### src/rtl/sscfg_pkg.sv
package sscfg_pkg;
  localparam int BYTE_W = 8;

  typedef enum logic [2:0] {
    LD_IDLE,
    LD_PROG,
    LD_WAIT_INIT,
    LD_STREAM,
    LD_FINISH
  } ld_state_e;

  typedef enum logic [2:0] {
    ERR_NONE           = 3'd0,
    ERR_NO_INIT_LOW    = 3'd1,
    ERR_NO_INIT_HIGH   = 3'd2,
    ERR_CRC            = 3'd3,
    ERR_FINISH_TIMEOUT = 3'd4
  } ld_err_e;
endpackage

### src/rtl/sscfg_sync.sv
module sscfg_sync #(
  parameter int W = 2,
  parameter int STAGES = 2,
  parameter logic [W-1:0] RST_VAL = '0
) (
  input  logic         clk,
  input  logic         rst,
  input  logic [W-1:0] d,
  output logic [W-1:0] q
);
  logic [W-1:0] pipe [STAGES];

  always_ff @(posedge clk) begin
    if (rst) begin
      for (int i = 0; i < STAGES; i++) pipe[i] <= RST_VAL;
    end else begin
      pipe[0] <= d;
      for (int i = 1; i < STAGES; i++) pipe[i] <= pipe[i-1];
    end
  end

  assign q = pipe[STAGES-1];
endmodule

### src/rtl/sscfg_cycle_timer.sv
module sscfg_cycle_timer #(
  parameter int W = 16
) (
  input  logic         clk,
  input  logic         rst,
  input  logic         clr,
  output logic [W-1:0] cnt
);
  always_ff @(posedge clk) begin
    if (rst || clr)     cnt <= '0;
    else if (cnt != '1) cnt <= cnt + 1'b1;
  end
endmodule

### src/rtl/sscfg_shifter.sv
module sscfg_shifter #(
  parameter int HALF = 4,
  parameter int W = 8
) (
  input  logic         clk,
  input  logic         rst,
  input  logic         load,
  input  logic [W-1:0] load_byte,
  input  logic         stop,
  output logic         cclk,
  output logic         din,
  output logic         busy,
  output logic         pulse_end
);
  localparam int PH_W  = (2 * HALF > 1) ? $clog2(2 * HALF) : 1;
  localparam int CNT_W = $clog2(W + 1);
  localparam logic [PH_W-1:0]  PH_LAST = PH_W'(2 * HALF - 1);
  localparam logic [PH_W-1:0]  PH_RISE = PH_W'(HALF);
  localparam logic [CNT_W-1:0] BITS_FULL = CNT_W'(W);
  localparam logic [CNT_W-1:0] BITS_ONE  = CNT_W'(1);

  logic [W-2:0]     sh;
  logic [CNT_W-1:0] bits;
  logic [PH_W-1:0]  ph, ph_n;

  assign ph_n      = (ph == PH_LAST) ? '0 : ph + 1'b1;
  assign busy      = (bits != '0);
  assign pulse_end = busy && (ph == PH_LAST);

  always_ff @(posedge clk) begin
    if (rst) begin
      sh   <= '0;
      bits <= '0;
      ph   <= '0;
      cclk <= 1'b1;
      din  <= 1'b1;
    end else if (stop) begin
      bits <= '0;
      ph   <= '0;
      cclk <= 1'b1;
    end else if (load) begin
      sh   <= load_byte[W-2:0];
      bits <= BITS_FULL;
      ph   <= '0;
      cclk <= 1'b0;
      din  <= load_byte[W-1];
    end else if (busy) begin
      ph <= ph_n;
      if (ph == PH_LAST) begin
        bits <= bits - 1'b1;
        if (bits > BITS_ONE) begin
          din  <= sh[W-2];
          sh   <= {sh[W-3:0], 1'b0};
          cclk <= 1'b0;
        end
      end else if (ph_n == PH_RISE) begin
        cclk <= 1'b1;
      end
    end
  end
endmodule

### src/rtl/sscfg_loader.sv
module sscfg_loader import sscfg_pkg::*; #(
  parameter int CCLK_HALF      = 4,
  parameter int PROG_CYCLES    = 75,
  parameter int INIT_TIMEOUT   = 125_000_000,
  parameter int CONFIG_TIMEOUT = 50_000_000,
  parameter int TRAIL_CLKS     = 8,
  parameter int SYNC_STAGES    = 2
) (
  input  logic              clk,
  input  logic              rst,
  input  logic              start,
  input  logic [BYTE_W-1:0] s_data,
  input  logic              s_valid,
  input  logic              s_last,
  output logic              s_ready,
  output logic              cfg_prog_n,
  input  logic              cfg_init_n,
  input  logic              cfg_done,
  output logic              cfg_cclk,
  output logic              cfg_din,
  output logic              busy,
  output logic              load_ok,
  output logic              load_fail,
  output logic [2:0]        err_code
);
  localparam int LIM_A   = (INIT_TIMEOUT > CONFIG_TIMEOUT) ? INIT_TIMEOUT : CONFIG_TIMEOUT;
  localparam int LIM_MAX = (LIM_A > PROG_CYCLES) ? LIM_A : PROG_CYCLES;
  localparam int TMR_W   = $clog2(LIM_MAX + 1);
  localparam int TRAIL_W = $clog2(TRAIL_CLKS + 1);
  localparam logic [TMR_W-1:0]   PROG_END = TMR_W'(PROG_CYCLES - 1);
  localparam logic [TMR_W-1:0]   INIT_END = TMR_W'(INIT_TIMEOUT - 1);
  localparam logic [TMR_W-1:0]   CFG_END  = TMR_W'(CONFIG_TIMEOUT - 1);
  localparam logic [TRAIL_W-1:0] TRAIL_END = TRAIL_W'(TRAIL_CLKS - 1);

  ld_state_e st, st_n;
  ld_err_e   err_q, fin_err;
  logic      fin_ok, fin_fail;
  logic      init_s, done_s;
  logic      tmr_clr;
  logic [TMR_W-1:0] cnt;
  logic      ser_load, ser_busy, ser_pulse_end;
  logic [BYTE_W-1:0] ser_byte;
  logic      last_seen, armed, accept;
  logic [TRAIL_W-1:0] trail;
  logic [1:0] pins_s;

  sscfg_sync #(.W(2), .STAGES(SYNC_STAGES), .RST_VAL(2'b01)) u_sync (
    .clk(clk), .rst(rst), .d({cfg_done, cfg_init_n}), .q(pins_s)
  );
  assign init_s = pins_s[0];
  assign done_s = pins_s[1];

  sscfg_cycle_timer #(.W(TMR_W)) u_timer (
    .clk(clk), .rst(rst), .clr(tmr_clr), .cnt(cnt)
  );

  sscfg_shifter #(.HALF(CCLK_HALF), .W(BYTE_W)) u_shift (
    .clk(clk), .rst(rst), .load(ser_load), .load_byte(ser_byte),
    .stop(fin_ok || fin_fail), .cclk(cfg_cclk), .din(cfg_din),
    .busy(ser_busy), .pulse_end(ser_pulse_end)
  );

  assign s_ready = (st == LD_STREAM) && !ser_busy && init_s && !done_s && !last_seen;
  assign accept  = s_ready && s_valid;

  always_comb begin
    st_n     = st;
    fin_ok   = 1'b0;
    fin_fail = 1'b0;
    fin_err  = ERR_NONE;
    ser_load = 1'b0;
    ser_byte = '1;
    case (st)
      LD_IDLE: if (start) st_n = LD_PROG;
      LD_PROG: begin
        if (cnt >= PROG_END && !init_s) st_n = LD_WAIT_INIT;
        else if (cnt >= INIT_END) begin
          fin_fail = 1'b1;
          fin_err  = ERR_NO_INIT_LOW;
        end
      end
      LD_WAIT_INIT: begin
        if (init_s) st_n = LD_STREAM;
        else if (cnt >= INIT_END) begin
          fin_fail = 1'b1;
          fin_err  = ERR_NO_INIT_HIGH;
        end
      end
      LD_STREAM: begin
        if (!init_s) begin
          fin_fail = 1'b1;
          fin_err  = ERR_CRC;
        end else if (!ser_busy && (last_seen || done_s)) begin
          st_n = LD_FINISH;
        end else if (accept) begin
          ser_load = 1'b1;
          ser_byte = s_data;
        end
      end
      LD_FINISH: begin
        if (ser_pulse_end && armed && trail == TRAIL_END) fin_ok = 1'b1;
        else if (cnt >= CFG_END) begin
          fin_fail = 1'b1;
          fin_err  = ERR_FINISH_TIMEOUT;
        end else if (!ser_busy) ser_load = 1'b1;
      end
      default: st_n = LD_IDLE;
    endcase
    if (fin_ok || fin_fail) st_n = LD_IDLE;
  end

  assign tmr_clr = (st_n != st);

  always_ff @(posedge clk) begin
    if (rst) begin
      st         <= LD_IDLE;
      cfg_prog_n <= 1'b1;
      busy       <= 1'b0;
      load_ok    <= 1'b0;
      load_fail  <= 1'b0;
      err_q      <= ERR_NONE;
      last_seen  <= 1'b0;
      armed      <= 1'b0;
      trail      <= '0;
    end else begin
      st <= st_n;
      if (st == LD_IDLE && start) begin
        load_ok    <= 1'b0;
        load_fail  <= 1'b0;
        err_q      <= ERR_NONE;
        busy       <= 1'b1;
        cfg_prog_n <= 1'b0;
        last_seen  <= 1'b0;
        armed      <= 1'b0;
        trail      <= '0;
      end
      if (st == LD_PROG && st_n == LD_WAIT_INIT) cfg_prog_n <= 1'b1;
      if (accept && s_last) last_seen <= 1'b1;
      if (st == LD_FINISH && ser_pulse_end) begin
        if (armed) trail <= trail + 1'b1;
        else if (done_s && init_s) armed <= 1'b1;
      end
      if (fin_fail) begin
        load_fail  <= 1'b1;
        err_q      <= fin_err;
        busy       <= 1'b0;
        cfg_prog_n <= 1'b1;
      end
      if (fin_ok) begin
        load_ok <= 1'b1;
        busy    <= 1'b0;
      end
    end
  end

  assign err_code = err_q;
endmodule

### config.mk
export PLATFORM = sky130hd
export DESIGN_NAME = sscfg_loader
export DESIGN_NICKNAME = d
export VERILOG_FILES = /design/src/rtl/sscfg_pkg.sv /design/src/rtl/sscfg_sync.sv /design/src/rtl/sscfg_cycle_timer.sv /design/src/rtl/sscfg_shifter.sv /design/src/rtl/sscfg_loader.sv
export SDC_FILE = /design/constraint.sdc
export NUM_CORES = 1
export LEC_CHECK = 0
export BUFFER_PORTS_ARGS = -buffer_cell sky130_fd_sc_hd__buf_2
export CAP_MARGIN = 40
export CELL_PAD_IN_SITES_DETAIL_PLACEMENT = 1
export CELL_PAD_IN_SITES_GLOBAL_PLACEMENT = 2
export CORE_ASPECT_RATIO = 1.4
export CORE_MARGIN = 2
export CORE_UTILIZATION = 36
export CTS_CLUSTER_SIZE = 40
export DETAILED_ROUTE_END_ITERATION = 12
export PLACE_DENSITY_LB_ADDON = 0.1
export REMOVE_ABC_BUFFERS = 1
export SYNTH_ARGS = -nofsm -noshare
export SYNTH_HDL_FRONTEND = slang
export SYNTH_SLANG_ARGS = --single-unit
export TNS_END_PERCENT = 5
### constraint.sdc
create_clock -name clk -period 3.3 [get_ports clk]
set_input_delay 0.33 -clock clk [delete_from_list [all_inputs] [get_ports clk]]
set_output_delay 0.33 -clock clk [all_outputs]
set_load 0.02 [all_outputs]
Word level (Yosys, flattened, before mapping)
Memories as Yosys holds them, arrays and structs flattened.
Index checks and enable logic that the tools add are counted.

storage, ports and cells
  logic and storage cells = 148
  input bits = 15
  memory bits (writable) = 4
  output and inout bits = 10
  memories kept = 1
  register bits after elaboration = 59

cells by class
  multiplexer cells = 70
  order comparisons = 4
  bitwise operators = 3
  add/sub/neg operators = 4
  equal/unequal tests = 11
  reduce and logical (&&, ||, !) cells = 39

memory list
  name         depth  bits a word  read ports  clocked after memory_dff  wr ports  RTL line          RTL
  u_sync.pipe  2      2            2           0                         2         sscfg_sync.sv:11  logic [W-1:0] pipe [STAGES];

operators by type and width
  cell                                                           number
  two-way mux 1 bit                                              36
  two-way mux 3 bit                                              11
  two-way mux 8 bit                                              4
  two-way mux 7 bit                                              4
  adder 27 x 1 -> 27 bit, second input constant                  1
  >= comparator 27 x 26 -> 1 bit, second input constant          1
  >= comparator 27 bit, second input constant                    1
  >= comparator 27 x 7 -> 1 bit, second input constant           1
  != test 27 bit, second input constant                          1
  two-way mux 4 bit                                              6
  logical AND 1 bit                                              15
  case mux 3 bit (5 select lines)                                1
  case mux 3 bit (4 select lines)                                1
  nonzero test 2 bit                                             6
  two-way mux 2 bit                                              5
  equality test 3 x 2 -> 1 bit, second input constant            3
  equality test 3 bit, second input constant                     3
  OR reduction 3 bit                                             3
  adder 4 x 1 -> 4 bit, second input constant                    1
  equality test 4 x 3 -> 1 bit, second input constant            1
  greater-than comparator 4 x 1 -> 1 bit, second input constant  1
  zero test 1 bit                                                4
  case mux 1 bit (4 select lines)                                1
  AND reduction 2 bit                                            2
  15 further kinds                                               18

Longest topological paths before layout
  depth after elaboration = 13
  mapped depth = 11
  gate-level depth less buffers = 9

Cells and area by module
Synthesis repeated with hierarchy kept, for this count alone.

second synthesis, totals
  cells, all modules = 419
  area total of the unflattened synthesis = 3,557.2 um^2

by module, submodules not included
  module             times used  cells an instance  sequential area each (um^2)  area an instance (um^2)
  sscfg_cycle_timer  1           162                540.5                        1,393.8
  sscfg_loader       1           161                320.3                        1,212.4
  sscfg_shifter      1           86                 320.3                        830.8
  sscfg_sync         1           10                 80.1                         120.1

Worst setup path after synthesis
OpenSTA, ideal clock, no wires.

  path type = reg-to-reg
  from = register u_timer.cnt[18]
  to = register u_timer.cnt[12]
  required time = 3.185 ns
  clock period less this slack = 2.636 ns
  path buffers = 2
  cell stages (with the launch flop) = 10
  arrival time = 2.521 ns
  slack = 0.664 ns
  library setup time = 0.115 ns
  cells stage by stage = dfxtp_1 > buf_6 > or4_4 > nor4_2 > nand4b_1 > a221o_2 > o31a_4 > o221ai_4 > buf_6 > nor2_2

on the way
  cells in the longest elaborated chain, start to end = 8
  elaborated cells on any way between the ends = 17
  those cells by class = order compare: 3; eq/ne: 2; mux: 9; reduce/logical: 3

RTL lines
  item                                                          RTL line                                                     RTL
  from (decl)                                                   sscfg_cycle_timer.sv:7                                       output logic [W-1:0] cnt
  from (signal assigned)                                        sscfg_cycle_timer.sv:11                                      else if (cnt != '1) cnt <= cnt + 1'b1;
  >= comparator 27 x 26 -> 1 bit, or another cell as far along  sscfg_loader.sv:102                                          else if (cnt >= CFG_END) begin
  two-way mux 1 bit, or another cell as far along               sscfg_loader.sv:102
  two-way mux 1 bit, on equally long branches                   sscfg_loader.sv:101, sscfg_loader.sv:76, sscfg_loader.sv:83
  case mux 1 bit (4 select lines)                               sscfg_loader.sv:73                                           case (st)
  logical OR 1 bit                                              sscfg_loader.sv:109                                          if (fin_ok || fin_fail) st_n = LD_IDLE;
  two-way mux 3 bit                                             sscfg_loader.sv:109
  != test 3 bit                                                 sscfg_loader.sv:112                                          assign tmr_clr = (st_n != st);
  logical OR 1 bit                                              sscfg_cycle_timer.sv:10                                      if (rst || clr) cnt <= '0;

Parallel ways exist; a longest one is shown, timed or not.
A chain may end at the register's enable or synchronous reset.

Final worst setup path
  from = register u_timer.cnt[0]
  to = register u_shift.sh[1]

on the way
  cells in the longest elaborated chain, start to end = 7
  elaborated cells on any way between the ends = 20
  those cells by class = order compare: 3; mux: 10; bitwise: 1; reduce/logical: 6

RTL lines
  item                                                          RTL line                                                     RTL
  >= comparator 27 x 26 -> 1 bit, or another cell as far along  sscfg_loader.sv:102
  two-way mux 1 bit, or another cell as far along               sscfg_loader.sv:102
  two-way mux 1 bit, on equally long branches                   sscfg_loader.sv:101, sscfg_loader.sv:76, sscfg_loader.sv:83
  case mux 1 bit (4 select lines)                               sscfg_loader.sv:73
  logical OR 1 bit                                              sscfg_loader.sv:59                                           .stop(fin_ok || fin_fail), .cclk(cfg_cclk), .din(cfg_din),
  NOT 1 bit (no source line)                                    --
  AND reduction 4 bit (no source line)                          --
  to (signal assigned)                                          sscfg_shifter.sv:42                                          sh <= load_byte[W-2:0];
  to (signal assigned)                                          sscfg_shifter.sv:53                                          sh <= {sh[W-3:0], 1'b0};
  to (decl)                                                     sscfg_shifter.sv:22                                          logic [W-2:0] sh;

Parallel ways exist; a longest one is shown, timed or not.

==> results.ini <==
[power_and_ir_drop]
peakVddDrop_v=0.0002886
total_power_mw=1.956
leakage_nw=1.442
power.density_mw_per_mm2=503.9

[setup_path]
reg2reg_to=u_shift.sh[1]$_SDFFE_PP0P_
timing_worst_setup_path_type=register to register
worst_ep_required_time_ns=3.58
endpoint=u_shift.sh[1]$_SDFFE_PP0P_
start_kind=register
startpoint=u_timer.cnt[0]$_SDFFE_PP0P_
end_kind=register
path_max_fanout=6
timing.rr.start=u_timer.cnt[0]$_SDFFE_PP0P_
arrival_ns=3.11
reg2regPathDepth=9
r2r_setup_slack_ns=0.47

[sta]
worstMarginPinSlew_ns=0.7608
period_needed_ns=2.829
clock.fmax_mhz=353.5
finClkSkew_ns=0.005706
hold_violations=0
min_period_over_period=0.8572
slew_headroom=0.4897
rsz0062_at_grt=false
tns_ns=0
setup_violations=0
drv_slew=0

[synthesis]
syn_avg_cell_area_um2=8.250
synth-main-ff-cell=dfxtp_1
synth_largest_area_cell=dfxtp_1
yosys_warnings=0
netlist_area_mm2=0.003333
synth_area_leaders=dfxtp_1 38%, nand2_1 5.5%, nor2_1 5.2%
ys_seq_area_frac=0.3784
synth_seq_cells=63
synth_top_area_share=0.3784
yosysUniqueCellTypes=55
synth_cells=404
synth_edf_count=0
async_reset_ff_frac=0

[grt]
grt_pass1_wl_mm=14.93
first_global_vias=2975
grt_use_total=0.1870
overflow=0
antenna_found_initial=0
grt_max_degree=28

[final_layout]
final_cell_mix=63 x dfxtp_1, 49 x nand2_1, 46 x nor2_1
area_delta_synth_final_pct=16.48
diodes=0
layout-drive-gt1-share=0.1632
final_common_cell=dfxtp_1
design_area_mm2=0.003882
nNetsFinal=447

[routing]
vias_per_cell=5.515
first_pass_iters=4
drtIter0Drc=115
wl_mm=8.967
drtAntennaViolNets=0
drc=0
wl_per_cell_um=16.73
num_vias=2956

[cts]
clk_latency_ns=0.34
ctsResizeCount=0
clk_pin_slew_ns=0.05
cts_max_level=3
clockBufferDepth=2
cts_setup_buffers=0
root_buffer=clkbuf_16
numClockSinks=63
cts_inserted_buffers=9
cts_tree=done
hold_buffers=0

[place]
gp_congestion=0.7856
hpwl_mm=6.501
io_buffers=24
place_area_mm2=0.003536

[min_path]
hp-start=cfg_init_n
hold_class=input pin to register

[floorplan]
io_pins=25
dieArea_mm2=0.01006
fp-row-count=41
die_width_um=85.33
initial_core_util=0.3692
die_h_um=117.9
core_mm2=0.009029

[job]
cap_violations=0

[run_status]
status=finished, final reports clean

-- area by class of cell --
cell class	instances	area (um^2)
Tap cell	107	133.9
Inverter	9	33.78
Sequential cell	63	1261
Multi-Input combinational cell	311	1929
Clock buffer	10	239.0
Fill cell	1100	5146
Clock inverter	6	107.6
Timing Repair Buffer	30	177.7
-- logic make-up (layout without fill, tap and decap cells) --
family	Yosys count	in the layout	share of synthesized area
AOI/OAI and AO/OA	75	75	0.1697
DFF	63	63	0.3784
buffers and inverters	30	55	0.04279
and+or+nand+nor	199	199	0.3029
xor gates and xnor gates	29	29	0.07620
adders and majority gates	8	8	0.03003
-- how the worst min path moves through the flow --
| stage | end | slack [ns] | depth (start not counted) |
|---|---|---|---|
| 2_1_floorplan | u_sync.pipe[0][2]$_SDFF_PP1_ | 0.39 | 1 |
| 3_3_place_gp | u_sync.pipe[0][2]$_SDFF_PP1_ | 0.40 | 1 |
| 3_5_place_dp | u_sync.pipe[0][2]$_SDFF_PP1_ | 0.41 | 1 |
| 4_1_cts | u_sync.pipe[0][0]$_SDFF_PP1_ | 0.17 | 2 |
| 5_1_grt | u_sync.pipe[0][0]$_SDFF_PP1_ | 0.17 | 2 |
| 6_report | u_sync.pipe[0][0]$_SDFF_PP1_ | 0.18 | 2 |
-- flip-flops by register name, summed over array words and instances (netlist names) --
signal	cells
u_timer.cnt	27
u_shift.sh	7
trail	4
u_shift.bits	4
u_sync.pipe	4
err_code	3
st	3
u_shift.ph	3
armed	1
busy	1
cfg_prog_n	1
last_seen	1
load_fail	1
load_ok	1
u_shift.cclk	1
u_shift.din	1
-- cells in the mapped netlist, drive strengths merged (4+ instances only) --
library cell / n
inv: 9
nand4: 10
nand2: 49
nand4b: 4
nor2b: 5
and3: 10
nor4: 12
a21oi: 26
a211oi: 6
o21ai: 7
nor2: 56
nor3: 7
a31oi: 7
and2: 5
xnor2: 16
ha: 8
a22o: 6
clkbuf: 12
or4: 5
dfxtp: 63
xor2: 13
o211ai: 4
nand3: 25
buf: 9
-- critical path, stage by stage (launching register included) --
cell and delay, ns:
dfxtp_1 0.47, inv_1 0.08, ha_1 0.20, nor2b_1 0.14, o31a_1 0.26, o31ai_1 0.38
a211oi_1 0.27, o31a_4 0.43, a211oi_4 0.34, a22o_1 0.21
-- metal layers --
layer | track usage | wire length [um] | vias to the layer above
li1 | - | - | 1479
met1 | 0.2198 | 3923 | 1426
met2 | 0.3281 | 4641 | 39
met3 | 0.03997 | 248 | 12
met4 | 0.06845 | 154 | 0
met5 | 0 | 0 | -
-- metrics by stage --
stage | utilization | instances | worst slack (ns) | hold slack (ns)
after floorplan | - | 383 | 0.5434 | 0.3895
after global placement | 0.3916 | 520 | 0.5336 | 0.4031
after detailed placement | 0.3916 | 520 | 0.5276 | 0.4089
after CTS | 0.4300 | 536 | 0.4689 | 0.1704
after global routing | 0.4300 | 536 | 0.3575 | 0.1747
final | 0.4300 | 536 | 0.4711 | 0.1752
-- where the power goes --
| part | total (mW) | leakage [nW] | internal [mW] | switching (mW) |
|---|---|---|---|---|
| clock | 1.11 | 0.168 | 0.755 | 0.354 |
| sequential | 0.779 | 0.509 | 0.768 | 0.0105 |
| combinational | 0.0683 | 0.764 | 0.0257 | 0.0425 |
No activity file was read; power rests on OpenSTA's default activity.
